==> src/rtl/phy_irq_pkg.sv <==
package phy_irq_pkg;

    localparam int DATA_W      = 8;
    localparam int PORT_STAT_W = 4;
    localparam int SYNC_STAGES = 2;

    localparam int ADDR_CTRL = 0;
    localparam int ADDR_IRQ  = 1;
    localparam int ADDR_PIE  = 2;

    typedef struct packed {
        logic       rsvd;
        logic [2:0] pwr;
        logic       short_rst;
        logic       wdog_en;
        logic       contender;
        logic       link_ctrl;
    } ctrl_t;

    typedef struct packed {
        logic [3:0] rsvd;
        logic       port_evt;
        logic       state_to;
        logic       cable_pwr;
        logic       cfg_to;
    } irq_t;

    localparam irq_t IRQ_RST_VAL  = '{rsvd: 4'h0, port_evt: 1'b0, state_to: 1'b0,
                                      cable_pwr: 1'b1, cfg_to: 1'b0};
    localparam irq_t IRQ_LIVE_MSK = '{rsvd: 4'h0, port_evt: 1'b1, state_to: 1'b1,
                                      cable_pwr: 1'b1, cfg_to: 1'b1};

    function automatic ctrl_t ctrl_from_byte(input logic [DATA_W-1:0] b);
        ctrl_t c;
        c      = ctrl_t'(b);
        c.rsvd = 1'b0;
        return c;
    endfunction

    function automatic logic wake_cause(input irq_t f);
        return f.cfg_to | f.cable_pwr | f.state_to;
    endfunction

endpackage

==> src/rtl/piw_cps_sync.sv <==
module piw_cps_sync
    import phy_irq_pkg::*;
(
    input  logic clk,
    input  logic hw_rst,
    input  logic cps_in,
    output logic cps_fall
);
    localparam int CHAIN_W = SYNC_STAGES + 1;

    logic [CHAIN_W-1:0] chain_q;

    always_ff @(posedge clk) begin
        if (hw_rst) begin
            chain_q <= '1;
        end else begin
            chain_q <= {chain_q[CHAIN_W-2:0], cps_in};
        end
    end

    // Last synchronized sample low while the one before it was high.
    assign cps_fall = chain_q[CHAIN_W-1] & ~chain_q[CHAIN_W-2];

endmodule

==> src/rtl/piw_ctrl_regs.sv <==
module piw_ctrl_regs
    import phy_irq_pkg::*;
#(
    parameter int NPORTS = 3
) (
    input  logic              clk,
    input  logic              hw_rst,
    input  logic              bus_rst,
    input  logic [2:0]        pc_strap,
    input  logic              wr_ctrl,
    input  logic              wr_pie,
    input  logic [DATA_W-1:0] wdata,
    output ctrl_t             ctrl_q,
    output logic [NPORTS-1:0] pie_q
);
    always_ff @(posedge clk) begin
        if (hw_rst) begin
            ctrl_q <= '{rsvd: 1'b0, pwr: pc_strap, short_rst: 1'b0,
                        wdog_en: 1'b0, contender: 1'b0, link_ctrl: 1'b1};
            pie_q  <= '0;
        end else begin
            if (wr_ctrl) begin
                ctrl_q <= ctrl_from_byte(wdata);
            end
            // Bus reset overrides a same-cycle request write.
            if (bus_rst) begin
                ctrl_q.short_rst <= 1'b0;
            end
            if (wr_pie) begin
                pie_q <= wdata[NPORTS-1:0];
            end
        end
    end

endmodule

==> src/rtl/piw_port_detect.sv <==
module piw_port_detect
    import phy_irq_pkg::*;
#(
    parameter int NPORTS = 3
) (
    input  logic                          clk,
    input  logic [NPORTS*PORT_STAT_W-1:0] port_stat,
    input  logic [NPORTS-1:0]             port_resume,
    input  logic [NPORTS-1:0]             pie,
    input  logic                          wdog_en,
    output logic                          port_evt
);
    localparam int STAT_W = NPORTS * PORT_STAT_W;

    logic [STAT_W-1:0] prev_q;
    logic [NPORTS-1:0] hit;

    always_ff @(posedge clk) begin
        prev_q <= port_stat;
    end

    for (genvar p = 0; p < NPORTS; p++) begin : g_port
        assign hit[p] = pie[p] &&
            (port_stat[p*PORT_STAT_W +: PORT_STAT_W] != prev_q[p*PORT_STAT_W +: PORT_STAT_W]);
    end

    assign port_evt = (|hit) | (wdog_en & (|port_resume));

endmodule

==> src/rtl/piw_irq_flags.sv <==
module piw_irq_flags
    import phy_irq_pkg::*;
(
    input  logic clk,
    input  logic hw_rst,
    input  irq_t set_i,
    input  irq_t clr_i,
    output irq_t flags_q
);
    always_ff @(posedge clk) begin
        if (hw_rst) begin
            flags_q <= IRQ_RST_VAL;
        end else begin
            // Set term is ORed last so a same-cycle event beats the clear.
            flags_q <= irq_t'(((flags_q & ~clr_i) | set_i) & IRQ_LIVE_MSK);
        end
    end

endmodule

==> src/rtl/phy_irq_wake.sv <==
module phy_irq_wake
    import phy_irq_pkg::*;
#(
    parameter int NPORTS = 3,
    parameter int ADDR_W = 2
) (
    input  logic                          clk,
    input  logic                          hw_rst,
    input  logic                          bus_rst,
    input  logic [2:0]                    pc_strap,
    input  logic                          lps,
    input  logic                          cps,
    input  logic                          cfg_timeout_evt,
    input  logic                          state_timeout_evt,
    input  logic [NPORTS*PORT_STAT_W-1:0] port_stat,
    input  logic [NPORTS-1:0]             port_resume,
    input  logic                          reg_wr,
    input  logic [ADDR_W-1:0]             reg_addr,
    input  logic [DATA_W-1:0]             reg_wdata,
    output logic [DATA_W-1:0]             reg_rdata,
    output logic                          selfid_link,
    output logic                          selfid_contender,
    output logic [2:0]                    selfid_pwr,
    output logic                          short_rst_req,
    output logic                          link_on,
    output logic                          link_if_en
);
    ctrl_t             ctrl_q;
    irq_t              irq_q;
    irq_t              irq_set;
    irq_t              irq_clr;
    logic [NPORTS-1:0] pie_q;
    logic              wr_ctrl, wr_irq, wr_pie;
    logic              cps_fall;
    logic              port_evt;

    assign wr_ctrl = reg_wr && (reg_addr == ADDR_W'(ADDR_CTRL));
    assign wr_irq  = reg_wr && (reg_addr == ADDR_W'(ADDR_IRQ));
    assign wr_pie  = reg_wr && (reg_addr == ADDR_W'(ADDR_PIE));

    piw_ctrl_regs #(.NPORTS(NPORTS)) u_ctrl (
        .clk     (clk),
        .hw_rst  (hw_rst),
        .bus_rst (bus_rst),
        .pc_strap(pc_strap),
        .wr_ctrl (wr_ctrl),
        .wr_pie  (wr_pie),
        .wdata   (reg_wdata),
        .ctrl_q  (ctrl_q),
        .pie_q   (pie_q)
    );

    piw_cps_sync u_cps (
        .clk     (clk),
        .hw_rst  (hw_rst),
        .cps_in  (cps),
        .cps_fall(cps_fall)
    );

    piw_port_detect #(.NPORTS(NPORTS)) u_port (
        .clk        (clk),
        .port_stat  (port_stat),
        .port_resume(port_resume),
        .pie        (pie_q),
        .wdog_en    (ctrl_q.wdog_en),
        .port_evt   (port_evt)
    );

    always_comb begin
        irq_set           = '0;
        irq_set.cfg_to    = cfg_timeout_evt;
        irq_set.cable_pwr = cps_fall;
        irq_set.state_to  = state_timeout_evt;
        irq_set.port_evt  = port_evt;
        irq_clr           = wr_irq ? irq_t'(reg_wdata) : '0;
    end

    piw_irq_flags u_flags (
        .clk    (clk),
        .hw_rst (hw_rst),
        .set_i  (irq_set),
        .clr_i  (irq_clr),
        .flags_q(irq_q)
    );

    always_comb begin
        reg_rdata = '0;
        case (reg_addr)
            ADDR_W'(ADDR_CTRL): reg_rdata = ctrl_q;
            ADDR_W'(ADDR_IRQ):  reg_rdata = irq_q;
            ADDR_W'(ADDR_PIE):  reg_rdata[NPORTS-1:0] = pie_q;
            default:            reg_rdata = '0;
        endcase
    end

    assign selfid_link      = ctrl_q.link_ctrl & lps;
    assign selfid_contender = ctrl_q.contender;
    assign selfid_pwr       = ctrl_q.pwr;
    assign short_rst_req    = ctrl_q.short_rst;
    assign link_on          = ctrl_q.wdog_en & wake_cause(irq_q) & ~lps;
    assign link_if_en       = lps;

endmodule

==> config.mk <==
export PLATFORM = sky130hd
export DESIGN_NAME = phy_irq_wake
export DESIGN_NICKNAME = d
export VERILOG_FILES = /design/src/rtl/phy_irq_pkg.sv /design/src/rtl/piw_cps_sync.sv /design/src/rtl/piw_ctrl_regs.sv /design/src/rtl/piw_port_detect.sv /design/src/rtl/piw_irq_flags.sv /design/src/rtl/phy_irq_wake.sv
export SDC_FILE = /design/constraint.sdc
export NUM_CORES = 1
export LEC_CHECK = 0
export BUFFER_PORTS_ARGS = -buffer_cell sky130_fd_sc_hd__buf_4
export CAP_MARGIN = 20
export CELL_PAD_IN_SITES_DETAIL_PLACEMENT = 1
export CELL_PAD_IN_SITES_GLOBAL_PLACEMENT = 1
export CORE_MARGIN = 2
export CORE_UTILIZATION = 34
export CTS_CLUSTER_DIAMETER = 200
export DETAILED_ROUTE_END_ITERATION = 12
export GPL_TIMING_DRIVEN = 0
export PLACE_DENSITY_LB_ADDON = 0.1
export SYNTH_ARGS = -nofsm -noshare
export SYNTH_HDL_FRONTEND = slang
export SYNTH_SLANG_ARGS = --single-unit
==> constraint.sdc <==
create_clock -name clk -period 1.2 [get_ports clk]
set_input_delay 0.18 -clock clk [delete_from_list [all_inputs] [get_ports clk]]
set_output_delay 0.18 -clock clk [all_outputs]
set_load 0.05 [all_outputs]
# Word-level counts from Yosys, hierarchy flattened
# Index checks and enable logic that the tools add are counted.
[word_totals] ff_bits=29 word_cells=47
[op_classes] eq_ne=5 n_mux=6 n_bitwise=13 n_reduce_logical=11
[ops] operator="7-bit 2-to-1 mux" count=2
[ops] operator="4-bit inequality test" count=3
[ops] operator="5-bit one-hot mux with 2 select lines" count=1
[ops] operator="3-bit one-hot mux with 3 select lines" count=1
[ops] operator="1-bit logical AND" count=6
[ops] operator="3-bit OR reduction" count=2
[ops] operator="1-bit bitwise AND" count=5
[ops] operator="4-bit bitwise AND" count=1
[ops] operator="4-bit 2-to-1 mux" count=1
[ops] operator="4-bit inverter" count=1
[ops] operator="4-bit bitwise OR" count=1
[ops] operator="1-bit bitwise OR" count=3
[ops] operator="2-bit by 1-bit == test with 1-bit output, second input constant" count=1
[ops] operator="2-bit == test, second input constant" count=1
[ops] operator="2-bit zero test" count=1
[ops] operator="1-bit inverter" count=2
[ops] operator="2-bit nonzero test" count=1
[ops] operator="2-bit OR reduction" count=1
[ops] operator="1-bit 2-to-1 mux" count=1

# Depth between registers and ports, before layout
[logic_depth] word_depth=6 ltp_mapped=4 depth_no_buf=3

# Hierarchy
# A second synthesis with hierarchy kept.
[hier_totals] cells_unflattened=127 hier_area_um2=1320.0
[by_module_without_submodules] mod="piw_ctrl_regs" n_inst=1 cells_each=35 area_per_inst_um2=417.9 seq_area_each_um2=230.2
[by_module_without_submodules] mod="piw_port_detect" n_inst=1 cells_each=29 area_per_inst_um2=385.4 seq_area_each_um2=240.2
[by_module_without_submodules] mod="phy_irq_wake" n_inst=1 cells_each=35 area_per_inst_um2=260.2 seq_area_each_um2=0.0
[by_module_without_submodules] mod="piw_irq_flags" n_inst=1 cells_each=21 area_per_inst_um2=171.4 seq_area_each_um2=80.1
[by_module_without_submodules] mod="piw_cps_sync" n_inst=1 cells_each=7 area_per_inst_um2=85.1 seq_area_each_um2=60.1

# Worst setup path before layout
# Ideal clock, no wire load.
[synth_path] path_type="register to output" start="register u_ctrl.ctrl_q[1] (netlist name)" end="output port reg_rdata[1]" t_arrival_ns=1.859 required_ns=1.020 setup_slack_ns=-0.839 stages_incl_launch_ff=3 path_cell_list="dfxtp_1 mux2i_1 o21ai_0"
[synth_via] elab_chain_cells=1
[synth_rtl] element="3-bit one-hot mux with 3 select lines" line="phy_irq_wake.sv:88" text="case (reg_addr)"
[synth_rtl] element="end: declaration" line="phy_irq_wake.sv:20" text="output logic [DATA_W-1:0] reg_rdata,"
# Every way passes these cells.

# Worst setup path in the final report
[layout_path] start="register u_flags.flags_q[1] (netlist name)" end="output port reg_rdata[1]"
[layout_via] elab_chain_cells=1
[layout_rtl] element="start: declaration" line="piw_irq_flags.sv:8" text="output irq_t flags_q"
[layout_rtl] element="start signal: assignment" line="piw_irq_flags.sv:15" text="flags_q <= irq_t'(((flags_q & ~clr_i) | set_i) & IRQ_LIVE_MSK);"
[layout_rtl] element="3-bit one-hot mux with 3 select lines" line="phy_irq_wake.sv:88"
# Every way passes these cells.

==> out/results.txt <==
CTS sink cnt = 29
Launch point of the worst reg-to-reg path = u_port.prev_q[10]
CTS Buf Count = 5
Worst VDD drop = 0.6536 mV
Dpl cells = 211
Clock buffer depth = 2
Yosys reg bits = 29
Critical-path maximum fanout = 3
Root buf cell = clkbuf_4
Antenna Nets Post-Route = 0
Total iterations of the first detailed-routing run = 4
Nets = 221
Largest net degree at the start of global routing = 13
Worst setup margin = -115.3 ps
Die area = 4032 um2
Initial antenna violation count = 0
Number of diodes = 0
Maximum clock rate = 760.3 MHz
Final hold slack = 25.05 ps
Post-synth EDFFs = 3
Reg-to-reg endpoint = u_flags.flags_q[3]
Crit path to = reg_rdata[1]
Startpoint Class = flop
Core box area = 3363 um2
Cell Area, Synth = 1204 um2
Detailed Route Iter0 Violations = 21
Final Cell Area = 1986 um2
Overall routed net length = 3550 um
Fin util = 59.04%
Vias per cell = 4.677
Worst-Margin Slew = 586.2 ps
Synthesized Nets = 152
Max-slew violations = 0
Initial Util = 35.79%
Final hold vios = 0
Sequential fraction of the synthesis area = 50.73%
Endpoints failing setup = 10
Violated checks = setup timing
Total Power = 2.182 mW
CP endpoint kind = primary output
Clock skew = 6.222 ps
Vias in the first global route = 1189
Area of the multi-input gates = 614.3 um2
Via count = 1085
CTS tree = built
Worst EP arrival = 1140 ps
Leak = 0.8530 nW
R2R cell count = 3
Max Cap Viol = 0
Crit path from = u_flags.flags_q[1]
Hold Startpoint = cps
Post-DP HPWL = 2356 um
DP Worst Slack = -409.7 ps
Ports = 52
Avg Inst Size Synth = 10.38 um2
# rows = 21
Main synth FF type = dfxtp_1
Async set-reset flop share out of synthesis = 0%
Die X = 63.50 um
Hold WC Path Type = in2reg
RSZ-0062 raised after global routing = true
Most common cell after layout, fill and taps aside = buf_4
Status = finished, violations left
Count of cell types in the netlist = 29
Post-Layout Cell Count = 232
Drc violations = 0
Tot GR Track Use = 18.77%
H-tree depth = 2
Fill cells = 387
Placer Congestion = 0.7103
Clock Pin Slew Worst Setup and Hold Paths = 100 ps
Most frequent cells in the layout = buf_4 (42), dfxtp_1 (16), dlygate4sd3_1 (13)
Final period util = 109.6%
Synth warn = 0
Critical path required time = 1020 ps
Skew-Pair Late Insertion Delay = 330 ps
Share of layout cells above drive strength 1 = 51.08%
Drt wl/cell = 15.30 um
Layout area overhead = 64.97%
Synth Instances = 116
First-pass GRT wire length = 5644 um
Dpl cell area = 1654 um2
Reg area = 628.1 um2
R2r setup slk = 10 ps
Period minus WS final = 1315 ps
Slew margin rel. = 60.92%
GRT overflow = 0
Die height = 63.50 um
Crit Path Class = reg2out
Port Buffer Count = 49
Setup TNS = -507.9 ps
Pwr per Cell Area = 1099 nW/um2
==> logic make-up (layout without fill, tap and decap cells) <==
| kind of cell | Yosys count | count (layout) | share of synthesized area [%] |
|---|---|---|---|
| buf+inv | 10 | 80 | 5.093 |
| xor+xnor | 12 | 12 | 8.732 |
| flops | 29 | 29 | 50.73 |
| simple gates | 38 | 38 | 18.30 |
| other cells | 1 | 1 | 0.3116 |
| compound gates | 17 | 17 | 9.357 |
| mux | 9 | 9 | 7.485 |
==> power by group <==
part / switching [mW] / leakage (nW) / total (mW) / internal, mW
registers: 0.0365 / 0.248 / 1.07 / 1.03
logic: 0.266 / 0.574 / 0.527 / 0.261
clock network: 0.364 / 0.0310 / 0.584 / 0.220
total: 0.666 / 0.853 / 2.18 / 1.52
==> state kept, by name, summed over array words and instances (netlist names) <==
| register | count |
|---|---|
| u_port.prev_q | 12 |
| u_cps.chain_q | 3 |
| u_ctrl.pie_q | 3 |
| u_flags.flags_q | 4 |
| u_ctrl.ctrl_q | 7 |
==> critical path, cell delays in order, from the launching register on <==
cell	delay, ps
dfxtp_4	380
mux2i_2	200
o21ai_4	70
buf_6	150
==> cell type report <==
class	count	area share (%)
sequential	29	31.63
timing repair buffer	63	28.48
tap	46	2.899
multi-input combinational	77	30.94
clock buffer	5	1.890
clock inverter	3	0.8822
inverter	1	0.1890
buffer	8	3.088
==> routing by layer <==
metal  vias to the layer above  GRT usage [%]  part of all wire (%)
met2                        36          33.16                    54
met3                        10          5.536                   6.0
met1                       509          20.60                    38
met5                         -              0                     0
met4                         0          8.424                   2.3
li1                        530              -                     -
==> worst min-delay path by stage <==
stage,endpoint,slack [ps],depth (start not counted)
final,u_cps.chain_q[0],30,2
after global routing,u_cps.chain_q[0],20,2
after CTS,u_cps.chain_q[0],10,2
after detailed placement,u_port.prev_q[6],300,1
after global placement,u_port.prev_q[7],300,1
after floorplan,u_port.prev_q[0],210,0
==> what timing repair did <==
item | 4_1_cts | 5_1_grt
endpoints found under the hold margin | 13 | 0
resized for setup | 31 | 11
pin swaps | 1 | 6
setup buffers | 1 | 0
setup endpoints to repair | 13 | 13
hold buffers | 13 | 0
==> cells in the mapped netlist (2+ instances only) <==
library cell   n  share of area, %
or2_2          4               2.1
mux2i_1        9               7.5
nand2_1       10               3.1
xor2_1        12               8.7
nand4b_1       4               2.9
buf_4          6               3.7
clkbuf_1       2              0.62
o41ai_1        3               2.2
o21ai_0        6               2.5
edfxtp_1       3               7.5
a21oi_1        4               1.7
and2_1         4               2.1
nor2_1         8               2.5
dfxtp_1       26                43
Power figures use the tool's default switching activity.
